File: src/rtl/eau_pkg.sv
package eau_pkg;
   typedef enum logic [1:0] {
      EA_IDLE  = 2'd0,
      EA_INDEX = 2'd1,
      EA_WAIT  = 2'd2,
      EA_DONE  = 2'd3
   } ea_state_t;
endpackage

File: src/rtl/ea_index_add.sv
module ea_index_add #(
   parameter int DATA_W  = 32,
   parameter int FIELD_W = 20,
   parameter int SEL_W   = 3
) (
   input  logic [FIELD_W-1:0] field,
   input  logic [SEL_W-1:0]   sel,
   input  logic [DATA_W-1:0]  reg_val,
   output logic [DATA_W-1:0]  sum
);
   localparam int PAD_W = DATA_W - FIELD_W;

   logic [DATA_W-1:0] field_ext;
   logic [DATA_W-1:0] idx_val;

   generate
      if (FIELD_W > DATA_W) begin : g_bad
         $error("ea_index_add: FIELD_W exceeds DATA_W");
      end else if (PAD_W == 0) begin : g_full
         assign field_ext = field;
      end else begin : g_pad
         assign field_ext = {{PAD_W{1'b0}}, field};
      end
   endgenerate

   // selector zero is a constant zero register
   assign idx_val = (sel == '0) ? '0 : reg_val;
   assign sum     = field_ext + idx_val;

   // zero selector never disturbs bits above the field
   always_comb begin
      if (sel == '0) begin
         a_r3_zero_index : assert (sum == field_ext);
      end
   end
endmodule

File: src/rtl/ea_seq.sv
module ea_seq
   import eau_pkg::*;
#(
   parameter int DATA_W  = 32,
   parameter int FIELD_W = 20,
   parameter int SEL_W   = 3
) (
   input  logic               clk,
   input  logic               rst_n,
   input  logic               start,
   input  logic [FIELD_W-1:0] field_in,
   input  logic [SEL_W-1:0]   sel_in,
   input  logic               ind_in,
   input  logic [DATA_W-1:0]  sum,
   input  logic               mem_valid,
   input  logic [DATA_W-1:0]  mem_data,
   output logic [FIELD_W-1:0] cap_field,
   output logic [SEL_W-1:0]   cap_sel,
   output logic               rf_rd_en,
   output logic               mem_req,
   output logic [DATA_W-1:0]  mem_addr,
   output logic [DATA_W-1:0]  ea_out,
   output logic               done
);
   ea_state_t state;
   logic      cap_ind;

   always_ff @(posedge clk) begin
      if (!rst_n) begin
         state     <= EA_IDLE;
         cap_field <= '0;
         cap_sel   <= '0;
         cap_ind   <= 1'b0;
         mem_addr  <= '0;
         ea_out    <= '0;
      end else begin
         unique case (state)
            EA_IDLE: begin
               if (start) begin
                  cap_field <= field_in;
                  cap_sel   <= sel_in;
                  cap_ind   <= ind_in;
                  state     <= EA_INDEX;
               end
            end
            EA_INDEX: begin
               if (cap_ind) begin
                  mem_addr <= sum;
                  state    <= EA_WAIT;
               end else begin
                  ea_out <= sum;
                  state  <= EA_DONE;
               end
            end
            EA_WAIT: begin
               if (mem_valid) begin
                  ea_out <= mem_data;
                  state  <= EA_DONE;
               end
            end
            default: state <= EA_IDLE;
         endcase
      end
   end

   assign rf_rd_en = (state == EA_INDEX);
   assign mem_req  = (state == EA_WAIT);
   assign done     = (state == EA_DONE);

   a_r9_done_single : assert property (@(posedge clk) disable iff (!rst_n)
      done |=> !done);
   a_r7_req_held : assert property (@(posedge clk) disable iff (!rst_n)
      (mem_req && !mem_valid) |=> (mem_req && $stable(mem_addr)));
   a_r5_read_after_start : assert property (@(posedge clk) disable iff (!rst_n)
      (!rf_rd_en && !mem_req && !done && start) |=> rf_rd_en);
   a_r6_req_ends_done : assert property (@(posedge clk) disable iff (!rst_n)
      $fell(mem_req) |-> done);
   a_r8_busy_no_read : assert property (@(posedge clk) disable iff (!rst_n)
      (mem_req || done) |=> !rf_rd_en);
endmodule

File: src/rtl/eff_addr_unit.sv
module eff_addr_unit #(
   parameter int DATA_W  = 32,
   parameter int FIELD_W = 20,
   parameter int SEL_W   = 3,
   parameter int SEL_LSB = 20,
   parameter int IND_BIT = 26
) (
   input  logic              clk,
   input  logic              rst_n,
   input  logic              start,
   input  logic [DATA_W-1:0] instr,
   output logic              rf_rd_en,
   output logic [SEL_W-1:0]  rf_sel,
   input  logic [DATA_W-1:0] rf_data,
   output logic              mem_req,
   output logic [DATA_W-1:0] mem_addr,
   input  logic              mem_valid,
   input  logic [DATA_W-1:0] mem_data,
   output logic [DATA_W-1:0] ea_out,
   output logic              done
);
   localparam int SEL_MSB = SEL_LSB + SEL_W - 1;

   generate
      if (SEL_LSB < FIELD_W) begin : g_chk_overlap
         $error("eff_addr_unit: selector overlaps address field");
      end
      if (SEL_MSB >= IND_BIT) begin : g_chk_ind
         $error("eff_addr_unit: selector overlaps indirection bit");
      end
      if (IND_BIT >= DATA_W) begin : g_chk_width
         $error("eff_addr_unit: indirection bit outside word");
      end
   endgenerate

   logic [FIELD_W-1:0] cap_field;
   logic [DATA_W-1:0]  sum;
   logic               unused_instr;

   assign unused_instr = ^instr;

   ea_index_add #(.DATA_W(DATA_W), .FIELD_W(FIELD_W), .SEL_W(SEL_W)) u_add (
      .field   (cap_field),
      .sel     (rf_sel),
      .reg_val (rf_data),
      .sum     (sum)
   );

   ea_seq #(.DATA_W(DATA_W), .FIELD_W(FIELD_W), .SEL_W(SEL_W)) u_seq (
      .clk       (clk),
      .rst_n     (rst_n),
      .start     (start),
      .field_in  (instr[FIELD_W-1:0]),
      .sel_in    (instr[SEL_MSB:SEL_LSB]),
      .ind_in    (instr[IND_BIT]),
      .sum       (sum),
      .mem_valid (mem_valid),
      .mem_data  (mem_data),
      .cap_field (cap_field),
      .cap_sel   (rf_sel),
      .rf_rd_en  (rf_rd_en),
      .mem_req   (mem_req),
      .mem_addr  (mem_addr),
      .ea_out    (ea_out),
      .done      (done)
   );
endmodule

File: config.mk
export PLATFORM = sky130hd
export DESIGN_NAME = eff_addr_unit
export DESIGN_NICKNAME = d
export VERILOG_FILES = /design/src/rtl/eau_pkg.sv /design/src/rtl/ea_index_add.sv /design/src/rtl/ea_seq.sv /design/src/rtl/eff_addr_unit.sv
export SDC_FILE = /design/constraint.sdc
export NUM_CORES = 1
export LEC_CHECK = 0
export BUFFER_PORTS_ARGS = -buffer_cell sky130_fd_sc_hd__buf_2
export CAP_MARGIN = 10
export CORE_MARGIN = 2
export CORE_UTILIZATION = 52
export DETAILED_ROUTE_END_ITERATION = 8
export PLACE_DENSITY = 0.85
export SLEW_MARGIN = 30
export SYNTH_ARGS = -nofsm -noshare
export SYNTH_HDL_FRONTEND = slang
export SYNTH_SLANG_ARGS = --single-unit
File: constraint.sdc
create_clock -name clk -period 4.37 [get_ports clk]
set_input_delay 0.874 -clock clk [delete_from_list [all_inputs] [get_ports clk]]
set_output_delay 0.874 -clock clk [all_outputs]
set_load 0.05 [all_outputs]
## Yosys cells after proc, flatten, opt, wreduce, memory -nomap -nowiden

Cells that the tools add are included.

- Bits in registers: 90
- Bits in latches: 0
- RAM bits: 0
- Bits in read-only memories: 0
- Bits of input ports: 100
- Logic and storage cells: 28
- Memories kept: 0

- $add $sub $neg: 1
- Multiply operators: 0
- Div/mod/pow operators: 0
- Order comparisons: 0
- Equal/unequal tests: 6
- Shift operators: 0
- Mux-type cells: 8
- Bitwise operators: 0
- Reductions and logical operators: 7

Operator list:

| kind | count |
|---|---|
| two-way mux 32 bit | 3 |
| one-hot mux 32 bit (2 select lines) | 1 |
| adder 20 x 32 -> 32 bit | 1 |
| one-hot mux 2 bit (3 select lines) | 1 |
| AND reduction 2 bit | 3 |
| == test 2 bit (second input constant) | 2 |
| two-way mux 2 bit | 2 |
| != test 2 bit (second input constant) | 2 |
| logical NOT 3 bit | 1 |
| AND reduction 3 bit | 1 |
| == test 2 x 1 -> 1 bit (second input constant) | 1 |
| logical NOT 2 bit | 1 |
| != test 2 x 1 -> 1 bit (second input constant) | 1 |
| nonzero test 2 bit | 1 |
| two-way mux 1 bit | 1 |

## Logic depth before layout (Yosys ltp)

- Depth after elaboration: 5
- Depth in mapped cells: 15

## By module

A second synthesis with hierarchy kept.

- Cells, all modules: 636
- Area, all modules: 5134.9 µm²

Modules (own cells, without submodules):

| module | instances | cells an instance | area each (µm²) |
|---|---|---|---|
| ea_seq | 1 | 441 | 3749.8 |
| ea_index_add | 1 | 195 | 1385.1 |

## Least setup slack after synthesis

Ideal clock, no wire load.

- Path kind: reg-to-reg
- Start point: register u_seq.cap_sel[2]
- End point: register u_seq.ea_out[16]
- Setup time: 0.141 ns
- Data arrival time: 3.587 ns
- Slack: 0.641 ns
- Stages on the path, launching flop included: 16
- Buffers on the path: 3
- Period minus slack after synthesis: 3.729 ns
- Path through: dfxtp_1 or3_1 clkbuf_1 clkbuf_1 clkbuf_1 and2_1 ha_1 fa_1 a211oi_2 o21ai_1 a21oi_2 nand2_1 a221o_1 a21oi_1 xor2_1 a31oi_1

- Cells in the longest elaborated chain, start to end: 5

RTL lines:

| what | line | RTL |
|---|---|---|
| start: declaration | ea_seq.sv:18 | `output logic [SEL_W-1:0] cap_sel,` |
| start signal: assignment | ea_seq.sv:41 | `cap_sel <= sel_in;` |
| logical NOT 3 bit | -- |  |
| two-way mux 32 bit | ea_index_add.sv:27 | `assign idx_val = (sel == '0) ? '0 : reg_val;` |
| adder 20 x 32 -> 32 bit | ea_index_add.sv:28 | `assign sum = field_ext + idx_val;` |
| two-way mux 32 bit | ea_seq.sv:47 | `if (cap_ind) begin` |
| one-hot mux 32 bit (2 select lines) | ea_seq.sv:37 | `unique case (state)` |
| end signal: assignment | ea_seq.sv:51 | `ea_out <= sum;` |
| end signal: assignment | ea_seq.sv:57 | `ea_out <= mem_data;` |
| end: declaration | ea_seq.sv:22 | `output logic [DATA_W-1:0] ea_out,` |

No other way between the ends. The select of a mux whose other input is x is not followed.
A chain may end at the register's enable or synchronous reset.

## Worst setup path in the final report

- Start point: register u_seq.cap_sel[2]
- End point: register u_seq.mem_addr[22]

- Cells in the longest elaborated chain, start to end: 3

RTL lines:

| what | line | RTL |
|---|---|---|
| logical NOT 3 bit | -- |  |
| two-way mux 32 bit | ea_index_add.sv:27 |  |
| adder 20 x 32 -> 32 bit | ea_index_add.sv:28 |  |
| end signal: assignment | ea_seq.sv:48 | `mem_addr <= sum;` |
| end: declaration | ea_seq.sv:21 | `output logic [DATA_W-1:0] mem_addr,` |

No other way between the ends.

==> flow_metrics.tcl <==
set metrics [dict create \
    critical_path_at_ps 4000 \
    clkSlewWorstSetupHoldPaths_ps 100 \
    fin_nets 930 \
    boundaryPins 170 \
    number_of_inserted_filler_cells_in_the_final_layout 880 \
    synth_enable_flop_cells 0 \
    drv.max_cap_violation_count 0 \
    max_clock_freq_mhz 270.3 \
    start_util_pct 53.99 \
    fin_crit_sh_pct 84.64 \
    finish.instance_area_um2 6330 \
    die_height_um 105.0 \
    detailedPlace.worstSlack_ps 704.2 \
    relSlewSlack_pct 40.22 \
    endpoints_failing_setup 0 \
    dpl.cell_count 927 \
    worst_slew_pin_slew_ps 896.7 \
    path_max_fanout 17 \
    timing.clock.skew_ps 10.14 \
    grt_max_degree 70 \
    yosysSeqAreaShare_pct 33.99 \
    cts-hold-fix-buffers 0 \
    grt_pass1_vias 5087 \
    worst_ep_required_time_ps 4670 \
    areaGrowthSynthToFinish_pct 19.40 \
    global_route_wire_length_before_repair_um 24610 \
    worstSetupStartpointType "flop" \
    synthesis.area_um2 5301 \
    drt-wirelength-per-cell_um 16.16 \
    synth.distinct_cells 67 \
    rows 36 \
    power.total_mw 3.646 \
    post_layout_nonfiller_instances 944 \
    die_width_um 105.0 \
    numClockSinks 90 \
    share_of_layout_cells_above_drive_strength_1_pct 25.19 \
    grt_setup_unrepaired "no" \
    gr-total-overflow 0 \
    syn_avg_cell_area_um2 7.901 \
    tritoncts "yes" \
    post-cts-setup-buffer-count 0 \
    avgViaCountPerCell 5.664 \
    final_wtd_congestion 0.9297 \
    worst-r2r-cell-count 12 \
    syn-num-nets 796 \
    ctsRootBufferMaster "clkbuf_8" \
    power.ir.vdd_worst_mv 0.2763 \
    finish.utilization_pct 64.46 \
    htreeDepth 3 \
    synthesis.yosys.warnings 0 \
    power_density_nw_per_um2 576.0 \
    leading_cell_type_by_number_of_instances_after_synthesis "nand2_1" \
    synth-async-reset-ratio_pct 0 \
    fin_ws_ps 671.1 \
    synth.top_cells.by_count "nand2_1 (125), dfxtp_1 (90), a21oi_1 (43)" \
    postRouteWirelength_um 15260 \
    place.port_buffers 161 \
    postPlaceCellArea_um2 6147 \
    finalWorstPathRequiredPeriod_ps 3699 \
    worstReg2RegStart "u_seq.cap_sel[2]" \
    synthFlopType "dfxtp_1" \
    synth_seq_cells 90 \
    grtUsageTotal_pct 27.39 \
    antenna_violating_nets_post_route 0 \
    fin_worst_hold_slack_ps 468.0 \
    clock_path_buffers 2 \
    holdCritStartpoint "u_seq.ea_out[26]" \
    insertion_delay_ps 370 \
    min-delay-path-class "flop to flop" \
    critical_path.reg2reg.endpoint "u_seq.mem_addr[22]" \
    design.core.area_um2 9819 \
    firstDrtPassIters 5 \
    post_synthesis_cell_type_with_the_largest_combined_area "dfxtp_1" \
    cts-buffers-inserted 9 \
    synthCells 671 \
    setup.worst_path.end "u_seq.mem_addr[22]" \
    worst_setup_path_startpoint "u_seq.cap_sel[2]" \
    ff_to_ff_setup_slack_ps 670 \
    post_cts_resized 0 \
    antenna_found_initial 0 \
    worst-setup-path-type "flop to flop" \
    design.die.area_um2 11020 \
    route.vias.total 5347 \
    drtIter0Drc 407 \
    final-max-slew-violation-count 0 \
    timing.final.hold_violations 0 \
    drt_drc_violations_left 0 \
    run_status "finished, final reports clean" \
    synthTopCellsByArea "dfxtp_1 (34%), nand2_1 (8.9%), ha_1 (5.7%), a21boi_0 (4.5%), a21oi_1 (4.1%)" \
    setup_tns_ps 0 \
    hpwl_um 11660 \
    netlist.area_leader.share_pct 33.99 \
    critPathCaptureType "flop" \
    total_leakage_power_nw 2.985 \
]
[cells by family (layout without fill, tap and decap cells)]
group | Yosys count | count (layout) | share of synthesized area (%)
other | 0 | 1 | 0
buffers and inverters | 54 | 193 | 4.059
adder cells (fa/ha/maj) | 25 | 25 | 6.042
multiplexers | 7 | 7 | 1.322
AO/OA/AOI/OAI | 210 | 210 | 27.78
AND/OR/NAND/NOR | 260 | 260 | 22.68
flip-flops | 90 | 90 | 33.99
XOR/XNOR | 25 | 25 | 4.130
[area by class of cell]
class	count	area [µm²]	area share [%]
antenna	1	2.502	0.03953
sequential	90	1802	28.46
clock inverter	7	52.55	0.8302
clock buffer	9	123.9	1.957
multi-input combinational	527	3288	51.95
timing repair buffer	168	860.8	13.60
tap	133	166.4	2.629
inverter	9	33.78	0.5337
[critical path: stages (launching register included)]
cell and delay [ps]:
dfxtp_1 340, or3_1 580, and2_1 250, ha_1 200
fa_1 440, a211oi_2 300, nor3_1 120, o2111ai_1 330
nand2_1 230, or3b_1 410, o211ai_1 160, nand3_1 110
a21boi_1 150
[routing by layer]
metal | vias up | GRT usage (%) | share of wire (%)
li1 | 2624 | - | -
met5 | - | 0 | 0
met4 | 0 | 9.238 | 2.4
met1 | 2415 | 36.23 | 45
met3 | 32 | 3.493 | 7.3
met2 | 276 | 46.01 | 46
[power by group]
group          internal [mW]  switching [mW]  leakage (nW)
combinational          0.591            1.42          2.16
sequential             0.992          0.0992         0.734
clock                  0.211           0.331        0.0900
total                   1.79            1.85          2.98
[registers in the layout, summed over array words and instances (netlist names)]
signal / flops
u_seq.cap_field: 20
u_seq.cap_ind: 1
u_seq.cap_sel: 3
u_seq.ea_out: 32
u_seq.mem_addr: 32
u_seq.state: 2
[how the worst min path moves through the flow]
stage | end | slack [ps] | cells past startpoint
2_1_floorplan | u_seq.cap_field[10] | 450 | 2
3_3_place_gp | u_seq.mem_addr[19] | 450 | 2
3_5_place_dp | u_seq.ea_out[26] | 460 | 2
4_1_cts | u_seq.ea_out[26] | 470 | 2
5_1_grt | u_seq.mem_addr[22] | 480 | 2
6_report | u_seq.ea_out[26] | 470 | 2
[cells in the final DEF (no fill, tap or decap), types with 4 or more instances in the layout]
cell type    n
a31oi_1      5
o21ai_0     40
inv_1        9
xnor2_1     17
a21o_1      13
and3_1       7
ha_1        23
nor3_1       7
nand3_1     27
o211ai_1     9
o21a_1       6
mux2i_1      7
nand2_1    125
a21oi_2      4
xor2_1       8
a21boi_0    32
buf_2      160
a21oi_1     43
clkbuf_8     9
dfxtp_1     90
buf_4        8
and2_1      30
a211oi_1     4
nor2_1      39
o211a_1     11
nand4_1      6
o21ai_1     13
nor2b_1      5
Note: power is estimated with default switching activity, not from simulation.
